`src/rtl/lin_hdr_pkg.sv`:
```
package lin_hdr_pkg;
  typedef enum logic [2:0] {
    ST_IDLE,
    ST_BRK,
    ST_SYNC,
    ST_SYNC_WT,
    ST_ID,
    ST_ID_WT
  } hdr_state_e;

  localparam logic [7:0] SYNC_BYTE = 8'h55;
endpackage

```
`src/rtl/lin_brk_timer.sv`:
```
module lin_brk_timer #(
  parameter int PRE_W = 8,
  parameter int CNT_W = 8
) (
  input  logic             clk_i,
  input  logic             rst_ni,
  input  logic             load_i,
  input  logic             run_i,
  input  logic [PRE_W-1:0] pre_i,
  input  logic [CNT_W-1:0] cnt_i,
  output logic             uf_o
);
  logic [PRE_W-1:0] pre_q, pre_rl_q;
  logic [CNT_W-1:0] cnt_q;

  assign uf_o = run_i && (pre_q == '0) && (cnt_q == '0);

  always_ff @(posedge clk_i or negedge rst_ni) begin
    if (!rst_ni) begin
      pre_q    <= '0;
      pre_rl_q <= '0;
      cnt_q    <= '0;
    end else if (load_i) begin
      pre_q    <= pre_i;
      pre_rl_q <= pre_i;
      cnt_q    <= cnt_i;
    end else if (run_i) begin
      if (pre_q == '0) begin
        pre_q <= pre_rl_q;
        if (cnt_q != '0) cnt_q <= cnt_q - 1'b1;
      end else begin
        pre_q <= pre_q - 1'b1;
      end
    end
  end

  // prescaler never exceeds the captured reload value while running
  p_pre_bound_r2: assert property (@(posedge clk_i) disable iff (!rst_ni)
    run_i |-> (pre_q <= pre_rl_q));
endmodule

```
`src/rtl/lin_uart_tx.sv`:
```
module lin_uart_tx #(
  parameter int DIV_W = 16
) (
  input  logic             clk_i,
  input  logic             rst_ni,
  input  logic             abort_i,
  input  logic             start_i,
  input  logic [7:0]       data_i,
  input  logic [DIV_W-1:0] div_i,
  output logic             line_o,
  output logic             busy_o,
  output logic             done_o
);
  localparam int NBITS = 10;
  localparam int IDX_W = $clog2(NBITS);
  localparam logic [IDX_W-1:0] LAST = IDX_W'(NBITS - 1);

  logic             busy_q, line_q;
  logic [8:0]       shft_q;
  logic [IDX_W-1:0] idx_q;
  logic [DIV_W-1:0] tick_q;

  assign line_o = line_q;
  assign busy_o = busy_q;
  assign done_o = busy_q && (tick_q == '0) && (idx_q == LAST);

  always_ff @(posedge clk_i or negedge rst_ni) begin
    if (!rst_ni) begin
      busy_q <= 1'b0;
      line_q <= 1'b1;
      shft_q <= '1;
      idx_q  <= '0;
      tick_q <= '0;
    end else if (abort_i) begin
      busy_q <= 1'b0;
      line_q <= 1'b1;
      idx_q  <= '0;
      tick_q <= '0;
    end else if (!busy_q) begin
      if (start_i) begin
        busy_q <= 1'b1;
        line_q <= 1'b0;              // start bit
        shft_q <= {1'b1, data_i};    // data LSB first, then stop
        idx_q  <= '0;
        tick_q <= div_i;
      end
    end else if (tick_q == '0) begin
      if (idx_q == LAST) begin
        busy_q <= 1'b0;
      end else begin
        idx_q  <= idx_q + 1'b1;
        line_q <= shft_q[0];
        shft_q <= {1'b1, shft_q[8:1]};
        tick_q <= div_i;
      end
    end else begin
      tick_q <= tick_q - 1'b1;
    end
  end

  p_idx_range_r6: assert property (@(posedge clk_i) disable iff (!rst_ni)
    busy_q |-> (idx_q <= LAST));
  p_stop_high_r6: assert property (@(posedge clk_i) disable iff (!rst_ni)
    (busy_q && idx_q == LAST) |-> line_q);
  p_idle_high_r6: assert property (@(posedge clk_i) disable iff (!rst_ni)
    $fell(busy_q) |-> line_q);
endmodule

```
`src/rtl/lin_hdr_ctrl.sv`:
```
module lin_hdr_ctrl
  import lin_hdr_pkg::*;
(
  input  logic       clk_i,
  input  logic       rst_ni,
  input  logic       lin_en_i,
  input  logic       master_i,
  input  logic       irq_en_i,
  input  logic       start_i,
  input  logic       brk_clr_i,
  input  logic       irq_ack_i,
  input  logic [7:0] ident_i,
  input  logic       uf_i,
  input  logic       u_done_i,
  input  logic       u_busy_i,
  output logic       tmr_load_o,
  output logic       tmr_run_o,
  output logic       u_start_o,
  output logic [7:0] u_data_o,
  output logic       brk_low_o,
  output logic       busy_o,
  output logic       hdr_done_o,
  output logic       brk_flag_o,
  output logic       irq_o
);
  hdr_state_e state_q;
  logic [7:0] id_q;
  logic       go, hdr_done_q, flag_q, irq_q;

  assign go         = start_i && lin_en_i && master_i && (state_q == ST_IDLE);
  assign tmr_load_o = go;
  assign tmr_run_o  = (state_q == ST_BRK);
  assign brk_low_o  = (state_q == ST_BRK);
  assign u_start_o  = (state_q == ST_SYNC) || (state_q == ST_ID);
  assign u_data_o   = (state_q == ST_SYNC) ? SYNC_BYTE : id_q;
  assign busy_o     = (state_q != ST_IDLE);
  assign hdr_done_o = hdr_done_q;
  assign brk_flag_o = flag_q;
  assign irq_o      = irq_q;

  always_ff @(posedge clk_i or negedge rst_ni) begin
    if (!rst_ni) begin
      state_q    <= ST_IDLE;
      id_q       <= '0;
      hdr_done_q <= 1'b0;
    end else if (!lin_en_i) begin
      state_q    <= ST_IDLE;
      hdr_done_q <= 1'b0;
    end else begin
      hdr_done_q <= 1'b0;
      unique case (state_q)
        ST_IDLE: if (go) begin
          state_q <= ST_BRK;
          id_q    <= ident_i;
        end
        ST_BRK:     if (uf_i) state_q <= ST_SYNC;
        ST_SYNC:    state_q <= ST_SYNC_WT;
        ST_SYNC_WT: if (u_done_i) state_q <= ST_ID;
        ST_ID:      state_q <= ST_ID_WT;
        ST_ID_WT: if (u_done_i) begin
          state_q    <= ST_IDLE;
          hdr_done_q <= 1'b1;
        end
        default:    state_q <= ST_IDLE;
      endcase
    end
  end

  // set wins over a same-cycle clear
  always_ff @(posedge clk_i or negedge rst_ni) begin
    if (!rst_ni) begin
      flag_q <= 1'b0;
      irq_q  <= 1'b0;
    end else begin
      if (uf_i)           flag_q <= 1'b1;
      else if (brk_clr_i) flag_q <= 1'b0;
      if (uf_i && irq_en_i) irq_q <= 1'b1;
      else if (irq_ack_i)   irq_q <= 1'b0;
    end
  end

  p_flag_on_uf_r3: assert property (@(posedge clk_i) disable iff (!rst_ni)
    uf_i |=> flag_q);
  p_irq_source_r4: assert property (@(posedge clk_i) disable iff (!rst_ni)
    $rose(irq_q) |-> $past(uf_i && irq_en_i));
  p_id_after_sync_r7: assert property (@(posedge clk_i) disable iff (!rst_ni)
    (state_q == ST_ID) |-> !u_busy_i);
  p_abort_idle_r10: assert property (@(posedge clk_i) disable iff (!rst_ni)
    !lin_en_i |=> (state_q == ST_IDLE));
  p_done_ends_busy_r8: assert property (@(posedge clk_i) disable iff (!rst_ni)
    hdr_done_q |-> (state_q == ST_IDLE));
endmodule

```
`src/rtl/lin_hdr_top.sv`:
```
module lin_hdr_top #(
  parameter int PRE_W = 8,
  parameter int CNT_W = 8,
  parameter int DIV_W = 16
) (
  input  logic             clk_i,
  input  logic             rst_ni,
  input  logic             lin_en_i,
  input  logic             master_i,
  input  logic             brk_irq_en_i,
  input  logic             start_i,
  input  logic             brk_clr_i,
  input  logic             irq_ack_i,
  input  logic [PRE_W-1:0] brk_pre_i,
  input  logic [CNT_W-1:0] brk_cnt_i,
  input  logic [DIV_W-1:0] baud_div_i,
  input  logic [7:0]       ident_i,
  output logic             txd_o,
  output logic             busy_o,
  output logic             brk_done_o,
  output logic             irq_o,
  output logic             hdr_done_o
);
  logic       tmr_load, tmr_run, uf;
  logic       u_start, u_line, u_busy, u_done, brk_low;
  logic [7:0] u_data;

  lin_brk_timer #(.PRE_W(PRE_W), .CNT_W(CNT_W)) u_timer (
    .clk_i  (clk_i),
    .rst_ni (rst_ni),
    .load_i (tmr_load),
    .run_i  (tmr_run),
    .pre_i  (brk_pre_i),
    .cnt_i  (brk_cnt_i),
    .uf_o   (uf)
  );

  lin_uart_tx #(.DIV_W(DIV_W)) u_tx (
    .clk_i   (clk_i),
    .rst_ni  (rst_ni),
    .abort_i (!lin_en_i),
    .start_i (u_start),
    .data_i  (u_data),
    .div_i   (baud_div_i),
    .line_o  (u_line),
    .busy_o  (u_busy),
    .done_o  (u_done)
  );

  lin_hdr_ctrl u_ctrl (
    .clk_i      (clk_i),
    .rst_ni     (rst_ni),
    .lin_en_i   (lin_en_i),
    .master_i   (master_i),
    .irq_en_i   (brk_irq_en_i),
    .start_i    (start_i),
    .brk_clr_i  (brk_clr_i),
    .irq_ack_i  (irq_ack_i),
    .ident_i    (ident_i),
    .uf_i       (uf),
    .u_done_i   (u_done),
    .u_busy_i   (u_busy),
    .tmr_load_o (tmr_load),
    .tmr_run_o  (tmr_run),
    .u_start_o  (u_start),
    .u_data_o   (u_data),
    .brk_low_o  (brk_low),
    .busy_o     (busy_o),
    .hdr_done_o (hdr_done_o),
    .brk_flag_o (brk_done_o),
    .irq_o      (irq_o)
  );

  assign txd_o = brk_low ? 1'b0 : u_line;

  p_line_high_idle_r1: assert property (@(posedge clk_i) disable iff (!rst_ni)
    !busy_o |-> txd_o);
endmodule

```
`config.mk`:
```
export PLATFORM = sky130hd
export DESIGN_NAME = lin_hdr_top
export DESIGN_NICKNAME = d
export VERILOG_FILES = /design/src/rtl/lin_hdr_pkg.sv /design/src/rtl/lin_brk_timer.sv /design/src/rtl/lin_uart_tx.sv /design/src/rtl/lin_hdr_ctrl.sv /design/src/rtl/lin_hdr_top.sv
export SDC_FILE = /design/constraint.sdc
export NUM_CORES = 1
export LEC_CHECK = 0
export ABC_CLOCK_PERIOD_IN_PS = 1900
export CELL_PAD_IN_SITES_DETAIL_PLACEMENT = 1
export CELL_PAD_IN_SITES_GLOBAL_PLACEMENT = 2
export CORE_AREA = 2 2 105 117
export CTS_CLUSTER_DIAMETER = 30
export DETAILED_ROUTE_END_ITERATION = 7
export DIE_AREA = 0 0 107 119
export DONT_BUFFER_PORTS = 1
export MAX_ROUTING_LAYER = met4
export PLACE_DENSITY = 0.83
export SKIP_CTS_REPAIR_TIMING = 1
export SLEW_MARGIN = 20
export SYNTH_ARGS = -nofsm -noshare
export SYNTH_HDL_FRONTEND = slang
export SYNTH_SLANG_ARGS = --single-unit
```
`constraint.sdc`:
```
create_clock -name clk_i -period 1.9 [get_ports clk_i]
set_input_delay 0.095 -clock clk_i [delete_from_list [all_inputs] [get_ports clk_i]]
set_output_delay 0.095 -clock clk_i [all_outputs]
set_load 0.05 [all_outputs]
```
---- Yosys cells after proc, flatten, opt, wreduce, memory -nomap -nowiden ----
Cells that the tools add are included.
operators by class
  $add $sub $neg .......................... 4
  $mul .................................... 0
  divide/modulo/power cells ............... 0
  $lt $le $gt $ge ......................... 0
  equality and inequality tests ........... 16
  shift-type cells ........................ 0
  muxes and demuxes ....................... 46
  bitwise gates (word level) .............. 0
  reduce and logical (&&, ||, !) cells .... 27
operators with widths
  cell                                                count
  2-to-1 mux 16 bit                                   5
  2-to-1 mux 8 bit                                    8
  2-to-1 mux 9 bit                                    4
  2-to-1 mux 4 bit                                    5
  2-to-1 mux 1 bit                                    18
  one-hot mux 3 bit (6 select lines)                  1
  zero test 16 bit                                    1
  zero test 8 bit                                     2
  subtractor 16 x 1 -> 16 bit, second input constant  1
  subtractor 8 x 1 -> 8 bit, second input constant    2
  2-to-1 mux 3 bit                                    5
  nonzero test 2 bit                                  6
  != test 3 x 2 -> 1 bit, second input constant       3
  != test 3 bit, second input constant                3
  AND reduction 3 bit                                 3
  logical AND 1 bit                                   8
  AND reduction 4 bit                                 2
  nonzero test 8 bit                                  1
  == test 3 x 2 -> 1 bit, second input constant       2
  == test 3 bit, second input constant                2
  adder 4 x 1 -> 4 bit, second input constant         1
  == test 4 bit, second input constant                1
  != test 2 bit, second input constant                2
  != test 4 bit, second input constant                1
  other kinds (6)                                     6
storage, ports and cells
  register bits after elaboration ......... 69
  bits in latches ......................... 0
  RAM bits ................................ 0
  bits in read-only memories .............. 0
  bits of input ports ..................... 48
  output and inout port bits .............. 5
  logic and storage cells ................. 106
  memories ................................ 0

---- Longest topological paths before layout ----
Gate-level depths: netlist (run 1).
  word-level depth ........................ 6
  mapped depth ............................ 9
  depth with buffers taken out ............ 7

---- Modules after synthesis ----
From an unflattened synthesis (run 1), not the netlist that was laid out.
second synthesis, totals
  cells, all modules ...................... 446
  area total of the unflattened synthesis .. 4264.1 µm²
modules (own cells, without submodules)
  module         instances  cells an instance  area an instance (µm²)  sequential area each (µm²)
  lin_uart_tx    1          221                2060.7                  762.0
  lin_brk_timer  1          161                1477.7                  600.6
  lin_hdr_ctrl   1          62                 708.2                   350.3
  lin_hdr_top    1          2                  17.5                    0.0

---- Worst setup path after synthesis (run 1) ----
OpenSTA, ideal clock, no wires.
  path kind ............................... register -> register
  from .................................... register u_timer.pre_q[0]
  to ...................................... register u_ctrl.state_q[1]
  library setup time ...................... 94 ps
  arrival ................................. 1877 ps
  required time ........................... 1806 ps
  path slack .............................. -71 ps
  cell stages (with the launch flop) ...... 9
  buffers on the path ..................... 1
  clock period less this slack ............ 1971 ps
  cells stage by stage .................... dfrtp_1 inv_1 ha_1 or3b_2 or2_1 buf_2 nor2_2 nand3b_1 a211oi_1
between the ends
  cells in the longest elaborated chain, start to end .. 5
ends and longest elaborated chain
  item                              RTL line             text
  start: declaration                lin_brk_timer.sv:13  logic [PRE_W-1:0] pre_q, pre_rl_q;
  start signal: assignment          lin_brk_timer.sv:24  pre_q <= pre_i;
  start signal: assignment          lin_brk_timer.sv:29  pre_q <= pre_rl_q;
  start signal: assignment          lin_brk_timer.sv:32  pre_q <= pre_q - 1'b1;
  zero test 8 bit                   lin_brk_timer.sv:16  assign uf_o = run_i && (pre_q == '0) && (cnt_q == '0);
  logical AND 1 bit (2 in series)   lin_brk_timer.sv:16
  != test 3 x 2 -> 1 bit (no line)  -
  AND reduction 4 bit (no line)     -
  end signal: assignment            lin_hdr_ctrl.sv:43   state_q <= ST_IDLE;
  end signal: assignment            lin_hdr_ctrl.sv:47   state_q <= ST_IDLE;
  end signal: assignment            lin_hdr_ctrl.sv:53   state_q <= ST_BRK;
  end: declaration                  lin_hdr_ctrl.sv:26   hdr_state_e state_q;
No other way between the ends.
A chain may end at the register's enable or synchronous reset.

---- Final worst setup path (run 1) ----
  from .................................... register u_tx.tick_q[7]
  to ...................................... register u_tx.tick_q[15]
between the ends
  cells in the longest elaborated chain, start to end .. 4
  elaborated cells on any way between the ends .. 7
  classes of those cells .................. 1 x add/sub; 1 x eq/ne; 3 x mux; 2 x reduce/logical
ends and longest elaborated chain
  item                                                             RTL line                              text
  start: declaration                                               lin_uart_tx.sv:21                     logic [DIV_W-1:0] tick_q;
  start signal: assignment                                         lin_uart_tx.sv:45                     tick_q <= div_i;
  start signal: assignment                                         lin_uart_tx.sv:54                     tick_q <= div_i;
  start signal: assignment                                         lin_uart_tx.sv:57                     tick_q <= tick_q - 1'b1;
  subtractor 16 x 1 -> 16 bit or zero test 16 bit (tied branches)  lin_uart_tx.sv:57, lin_uart_tx.sv:47
  2-to-1 mux 16 bit                                                lin_uart_tx.sv:47                     end else if (tick_q == '0) begin
  2-to-1 mux 16 bit                                                lin_uart_tx.sv:39                     end else if (!busy_q) begin
  2-to-1 mux 16 bit                                                lin_uart_tx.sv:34                     end else if (abort_i) begin
Several ways; a longest one is shown, not always the timed one.

==> results.tsv, run 1 <==
stage	metric	value	unit
setup_path	Arr. time, crit path	2.33	ns
global_route	GRT Total Usage	19.2	%
cts	clock root buffer	clkbuf_16	
cells_and_area	most frequent cells in the layout	nand2_1 (92), buf_4 (69), dfrtp_1 (59)	
sta	hold slack	-0.0279	ns
synth	multiplexer share of the synthesized area	4.52	%
sta	# setup viols final	34	
setup_path	critical path type	reg -> reg	
synth	Synth Area in XOR/XNOR	2.01	%
sta	Max Freq	0.475	GHz
power_and_ir_drop	Power Density	798	nW/um^2
synth	ys async rst share	100	%
sta	Slew Limit Fails	0	
detailed_routing	WL/cell	18.3	um
synth	Yosys Warn Count	0	
cts	CTS sink cnt	68	
sta	final worst setup slack	-0.207	ns
placement	# port buffers	0	
floorplanning	Die Area	12700	sq um
cts	H-tree level count	3	
floorplanning	core area	11700	sq um
synth	Net Count, Synth	495	
global_route	first-pass GRT wire length	18.7	mm
synth	largest family of logic cells by synthesized area	simple AND/OR/NAND/NOR gates	
sta	Final min period	2.11	ns
sta	relative slew slack	39.2	%
placement	Final GP Congestion	0.835	
synth	Mean Syn Cell Area	8.95	sq um
global_route	grt ovf	0	
synth	Synth cell types	67	
synth	Synth Area in Simple Gates	25.4	%
cts	worst skew pair latency	0.33	ns
global_route	initial antenna violation count	0	
detailed_routing	Pre-antenna DRT Iters	4	
synth	Syn Inst Count	439	
synth	Post-synth top flop	dfrtp_1	
detailed_routing	DR iter-0 viols	150	
global_route	largest net degree at the start of global routing	69	
synth	EDFF count, synth	0	
floorplanning	die height	119	um
sta	RSZ-0062 raised after global routing	yes	
cts	Reg clk slew, reported paths	0.06	ns
cells_and_area	Layout area overhead	43.1	%
synth	register area share after synthesis	43.6	%
setup_path	Crit. End Element	flip-flop	
sta	Worst-Margin Slew	0.909	ns
outcome	status	complete, but fails checks	
cells_and_area	Total Nets Final	600	
sta	skew final	0.00668	ns
sta	setup TNS	-4.19	ns
floorplanning	num rows	42	
cts	TritonCTS Buffers	9	
run	max-cap violations	0	
power_and_ir_drop	Worst IR Drop VDD	485	uV
cells_and_area	share of cells above drive strength 1	32.8	%
detailed_routing	vias per cell	5.29	
detailed_routing	ANT nets after route	0	
cts	CTS tree	yes	
floorplanning	Ports	53	
placement	HPWL after DPL	8.26	mm
setup_path	CP required	2.12	ns
synth	synthesized area	3930	sq um
synth	FF+latch count, synth	68	
cts	worst-case clock buffer depth	2	
cells_and_area	most common cell after layout, fill and taps aside	nand2_1	
detailed_routing	Routed WL	12.9	mm
sta	Final period util	111	%
worst_hold_path	hold crit path type	in -> reg	
cells_and_area	end-of-flow core utilization	48.0	%
setup_path	Critical Path Fanout Max	7	
outcome	failing checks	hold timing, setup timing	
detailed_routing	post-route DRC violation count	0	
setup_path	startpoint types	flip-flop	
global_route	vias in the first global route	3748	
power_and_ir_drop	Leak	2.51	nW
synth	Adder-Cell Fraction of Synth Area	2.55	%
sta	Hold Violations, Final	2	
detailed_routing	routed vias	3720	
floorplanning	Die Span X	107	um
synth	Synth Area in Compound Gates	16.8	%
floorplanning	Starting Density	33.5	%
cells_and_area	Antenna Cells	0	
-- flip-flops by register name, summed over array words and instances (netlist names) --
| name | flops |
|---|---|
| u_tx.shft_q | 8 |
| u_timer.pre_q | 8 |
| u_ctrl.hdr_done_o | 1 |
| u_ctrl.irq_o | 1 |
| u_timer.pre_rl_q | 8 |
| u_tx.busy_o | 1 |
| u_tx.line_o | 1 |
| u_tx.idx_q | 4 |
| u_ctrl.id_q | 8 |
| u_ctrl.brk_flag_o | 1 |
| u_timer.cnt_q | 8 |
| u_ctrl.state_q | 3 |
| u_tx.tick_q | 16 |
-- through the flow --
| step | power [W] | area, sq um | std cells | setup WS [ns] | hold slack (ns) |
|---|---|---|---|---|---|
| after floorplan | 0.00228 | 3940 | 439 | -0.0236 | -0.201 |
| after CTS | 0.00425 | 4900 | 662 | -0.257 | -0.554 |
| after detailed placement | 0.00259 | 4610 | 646 | -0.234 | -0.199 |
| after global placement | 0.00254 | 4610 | 646 | -0.114 | -0.199 |
| after global routing | 0.00472 | 5620 | 703 | -0.318 | -0.00356 |
| final | 0.00448 | 5620 | 703 | -0.207 | -0.0279 |
-- cell families after synthesis --
| logic type | after synthesis |
|---|---|
| xor gates and xnor gates | 9 |
| and+or+nand+nor | 196 |
| muxes | 14 |
| AOI/OAI and AO/OA | 103 |
| DFF | 68 |
| adders and majority gates | 8 |
| buffers and inverters | 41 |
-- path summary, 6_finish.rpt --
| check | startpoint | endpoint | slack (ns) | cells after the start |
|---|---|---|---|---|
| max in group asynchronous | rst_ni | u_tx.shft_q[4] | 1.25 | 2 |
| worst min-delay path | baud_div_i[11] | u_tx.tick_q[11] | -0.03 | 2 |
| worst min register to register | u_timer.pre_rl_q[3] | u_timer.pre_rl_q[3] | 0.48 | 2 |
| min in group asynchronous | rst_ni | u_tx.tick_q[4] | 0.31 | 2 |
| worst max-delay path | u_tx.tick_q[7] | u_tx.tick_q[15] | -0.21 | 8 |
| worst max register to register | u_tx.tick_q[7] | u_tx.tick_q[15] | -0.21 | 8 |
-- final cells by class --
type                    instances  area, sq um
multi-input cells             331         2300
repair buffers                119         1080
well taps                     154          193
inverters                      15         56.3
flip-flops and latches         68         1710
clock inverters                 5         52.6
clock buffers                  11          233
fillers                      1354         6100
-- Yosys cell counts (2+ instances only) --
cell | count | area (sq um)
a211oi_1 | 7 | 52.6
a21oi_1 | 22 | 110
a2bb2oi_1 | 2 | 17.5
a31oi_1 | 2 | 12.5
and2_1 | 5 | 31.3
buf_2 | 7 | 35.0
buf_6 | 5 | 56.3
clkbuf_1 | 14 | 52.6
dfrtp_1 | 59 | 1480
dfstp_2 | 9 | 236
ha_1 | 8 | 100
inv_1 | 15 | 56.3
mux2_4 | 7 | 105
mux2i_1 | 5 | 50.1
nand2_1 | 95 | 357
nand3_1 | 17 | 85.1
nand3b_1 | 2 | 15.0
nand4_1 | 5 | 31.3
nand4b_1 | 4 | 35.0
nor2_1 | 27 | 101
nor3_1 | 5 | 25.0
nor3_2 | 2 | 20.0
nor3b_1 | 2 | 15.0
nor4_1 | 5 | 31.3
nor4_2 | 2 | 25.0
o211ai_1 | 2 | 15.0
o21a_1 | 4 | 30.0
o21ai_0 | 24 | 120
o21ai_1 | 7 | 35.0
o221a_1 | 4 | 45.0
o22a_1 | 4 | 35.0
o22ai_1 | 10 | 62.6
o311ai_0 | 2 | 17.5
o31ai_1 | 2 | 15.0
o32ai_1 | 2 | 17.5
or3_1 | 3 | 18.8
or3b_2 | 2 | 17.5
or4_1 | 3 | 22.5
or4_4 | 2 | 22.5
xnor2_1 | 3 | 26.3
xor2_1 | 6 | 52.6
-- power breakdown --
group          switching [W]  leakage [nW]  internal, W
Sequential          0.000137         0.865      0.00165
Clock               0.000640         0.139      0.00101
Combinational       0.000531          1.51     0.000520
Total                0.00131          2.51      0.00318
-- critical path, stage by stage (launching register included) --
cell and delay [ns]:
dfrtp_1 0.40, nor4_4 0.32, buf_4 0.17, nand4_1 0.22, buf_6 0.23, o21ai_4 0.17
buf_6 0.15, a21oi_1 0.06, o221a_1 0.26
-- layer usage --
metal  vias up  track usage (%)  part of all wire [%]
li1       1766                -                     -
met1      1868             21.7                    41
met2        65             34.1                    53
met3        21             4.05                   4.0
met4         0             5.28                   1.9
met5         -                -                     0
Power figures use the tool's default switching activity.
==> run 2, diff against run 1 <==
--- a/config.mk
+++ b/config.mk
@@ -20,3 +20,4 @@
 export SYNTH_ARGS = -nofsm -noshare
 export SYNTH_HDL_FRONTEND = slang
 export SYNTH_SLANG_ARGS = --single-unit
+export TNS_END_PERCENT = 1
==> run 2 against run 1 <==
The flow still finishes with violations (hold timing, setup timing). Clock power up 10%. Wire length down 7.0%. First-iteration DRC count up 19%. Sequential cell count unchanged. Cell count down 1.4%. Design area down 4.9%. Critical path depth down 1. Critical path type unchanged. Largest power group is now clock.
==> results.tsv, run 2 (synthesized netlist as in run 1, its figures left out) <==
stage	metric	value	unit	change
outcome	status	complete, but fails checks		
outcome	failing checks	hold timing, setup timing		
global_route	grt ovf	0		unchanged
cells_and_area	Layout area overhead	36.1	%	
sta	skew final	0.00506	ns	-0.00163 ns
global_route	vias in the first global route	3804		+1.5%
setup_path	CP required	2.13	ns	about the same
global_route	largest net degree at the start of global routing	69		unchanged
placement	HPWL after DPL	8.39	mm	+1.6%
cells_and_area	most frequent cells in the layout	nand2_1 (95), buf_4 (72), dfrtp_1 (59)		
cells_and_area	Total Nets Final	590		-1.7%
cts	TritonCTS Buffers	9		unchanged
cts	Reg clk slew, reported paths	0.06	ns	about the same
global_route	GRT Total Usage	19.7	%	+0.46 points
setup_path	Slowest cell on crit path	or4_4		
sta	Max Freq	0.477	GHz	+0.54%
detailed_routing	vias per cell	5.31		+0.35%
detailed_routing	post-route DRC violation count	0		unchanged
floorplanning	core area	11700	sq um	unchanged
worst_hold_path	hold crit path type	in -> reg		
placement	# port buffers	0		unchanged
power_and_ir_drop	Seq pwr share	39.5	%	-0.3 points
sta	Final period util	110	%	-0.59 points
sta	setup TNS	-2.24	ns	+1.96 ns
run	max-cap violations	0		unchanged
floorplanning	Ports	53		unchanged
setup_path	Buf/Inv on CP	2		-1
sta	RSZ-0062 raised after global routing	yes		
cells_and_area	max FFs per register	16		unchanged
cts	H-tree level count	3		unchanged
floorplanning	Starting Density	33.5	%	unchanged
setup_path	critical path type	reg -> reg		
detailed_routing	Routed WL	12.0	mm	-7.0%
setup_path	critical path launch point	u_tx.tick_q[7]		
detailed_routing	ANT nets after route	0		unchanged
setup_path	Largest delay share family, worst path	simple AND/OR/NAND/NOR gates		
cts	worst skew pair latency	0.34	ns	about the same
power_and_ir_drop	Comb pwr share	20.3	%	-3.1 points
sta	hold slack	-0.0162	ns	+0.0116 ns
floorplanning	num rows	42		unchanged
cells_and_area	Antenna Cells	0		unchanged
placement	Final GP Congestion	0.860		+3.0%
setup_path	FF-to-FF setup slack	-0.20	ns	about the same
setup_path	Arr. time, crit path	2.33	ns	about the same
detailed_routing	routed vias	3680		-1.1%
sta	Final min period	2.10	ns	-0.0112 ns
cells_and_area	Top reg by flops	u_tx.tick_q		
floorplanning	Die Area	12700	sq um	unchanged
sta	Worst-Margin Slew	0.761	ns	-0.147 ns
sta	Slew Limit Fails	0		unchanged
power_and_ir_drop	internal power	0.00328	W	+3.3%
setup_path	Critical Path Fanout Max	3		-4
sta	# setup viols final	29		-15%
power_and_ir_drop	Power Density	844	nW/um^2	+5.8%
cells_and_area	end-of-flow core utilization	45.6	%	-2.3 points
cts	CTS tree	yes		
sta	final worst setup slack	-0.196	ns	+0.0112 ns
power_and_ir_drop	Psw	0.00123	W	-5.8%
floorplanning	die height	119	um	unchanged
setup_path	startpoint types	flip-flop		
setup_path	worst flop-to-flop path startpoint	u_tx.tick_q[7]		
worst_hold_path	hold path start	baud_div_i[0]		
global_route	initial antenna violation count	0		unchanged
setup_path	CP Cell Sequence	buf_4 -> or4_4 -> or3_4 -> buf_4 -> o211ai_1 -> a21oi_1 -> nor4_2		
setup_path	Crit path largest cell delay	0.53	ns	+0.13 ns
sta	relative slew slack	49.1	%	+9.9 points
cts	worst-case clock buffer depth	2		unchanged
cells_and_area	most common cell after layout, fill and taps aside	nand2_1		
cts	clock root buffer	clkbuf_16		
placement	Placed Cells incl. Taps	643		-0.46%
global_route	first-pass GRT wire length	19.1	mm	+2.1%
sta	Hold Violations, Final	5		+3
power_and_ir_drop	Worst IR Drop VDD	519	uV	+7.0%
detailed_routing	DR iter-0 viols	178		+19%
setup_path	Crit. End Element	flip-flop		
cts	CTS sink cnt	68		unchanged
power_and_ir_drop	Clock power frac	40.2	%	+3.4 points
power_and_ir_drop	Leak	2.42	nW	-3.8%
placement	Placement Setup Slack	-0.235	ns	-0.00114 ns
power_and_ir_drop	switch share	27.3	%	-1.9 points
floorplanning	Die Span X	107	um	unchanged
cells_and_area	Non-Filler Instances	693		-1.4%
setup_path	Crit path top cell by count	buf_4		
cells_and_area	share of cells above drive strength 1	27.1	%	-5.7 points
detailed_routing	Pre-antenna DRT Iters	4		unchanged
detailed_routing	WL/cell	17.3	um	-5.6%
run 2: cell types whose count changed in the layout (fill, tap and decap cells not counted), sizes merged:
cell         change
bufinv           +1
buf              -8
or2              -1
clkbuf           +1
clkinv           -2
dlygate4sd3      -1
run 2: area by class of cell:
class / instances / area [sq um]
Clock buffer: 12 / 246
Inverter: 15 / 56.3
Sequential cell: 68 / 1710
Clock inverter: 4 / 72.6
Tap cell: 154 / 193
Fill cell: 1339 / 6370
Timing Repair Buffer: 110 / 956
Multi-Input combinational cell: 330 / 2110
run 2: power by group through the flow:
| stage | registers [W] | clock network (W) | logic (W) |
|---|---|---|---|
| 2_1_floorplan | 0.00179 | 0 | 0.000486 |
| 3_3_place_gp | 0.00179 | 0 | 0.000766 |
| 3_5_place_dp | 0.00180 | 0 | 0.000810 |
| 4_1_cts | 0.00178 | 0.00186 | 0.000818 |
| 5_1_grt | 0.00180 | 0.00191 | 0.00103 |
| 6_report | 0.00178 | 0.00182 | 0.000916 |
run 2: metal layers:
| layer | global-route usage [%] | part of all wire (%) |
|---|---|---|
| met5 | - | 0 |
| met4 | 8.12 | 2.3 |
| met3 | 4.00 | 3.9 |
| met2 | 33.6 | 53 |
| met1 | 22.4 | 41 |
run 2: path summary, 6_finish.rpt:
check | end | cells after the start
min in group asynchronous | u_tx.tick_q[5] | 2
max in group asynchronous | u_tx.shft_q[1] | 2
worst max register to register | u_tx.tick_q[13] | 7
worst min register to register | u_timer.pre_rl_q[5] | 2
worst min-delay path | u_tx.tick_q[0] | 2
worst max-delay path | u_tx.tick_q[13] | 7
run 2: worst register-to-register path, delay by kind of cell (launching register included):
kind	cells	cell delay [ns]
compound gates	2	0.26
buf+inv	2	0.29
flops	1	0.39
simple gates	3	1.05
run 2: through the flow:
step / total power (W) / instance area, sq um
after floorplan: 0.00228 / 3930
after global placement: 0.00255 / 4570
after detailed placement: 0.00261 / 4570
after CTS: 0.00445 / 4890
after global routing: 0.00475 / 5350
final: 0.00451 / 5350
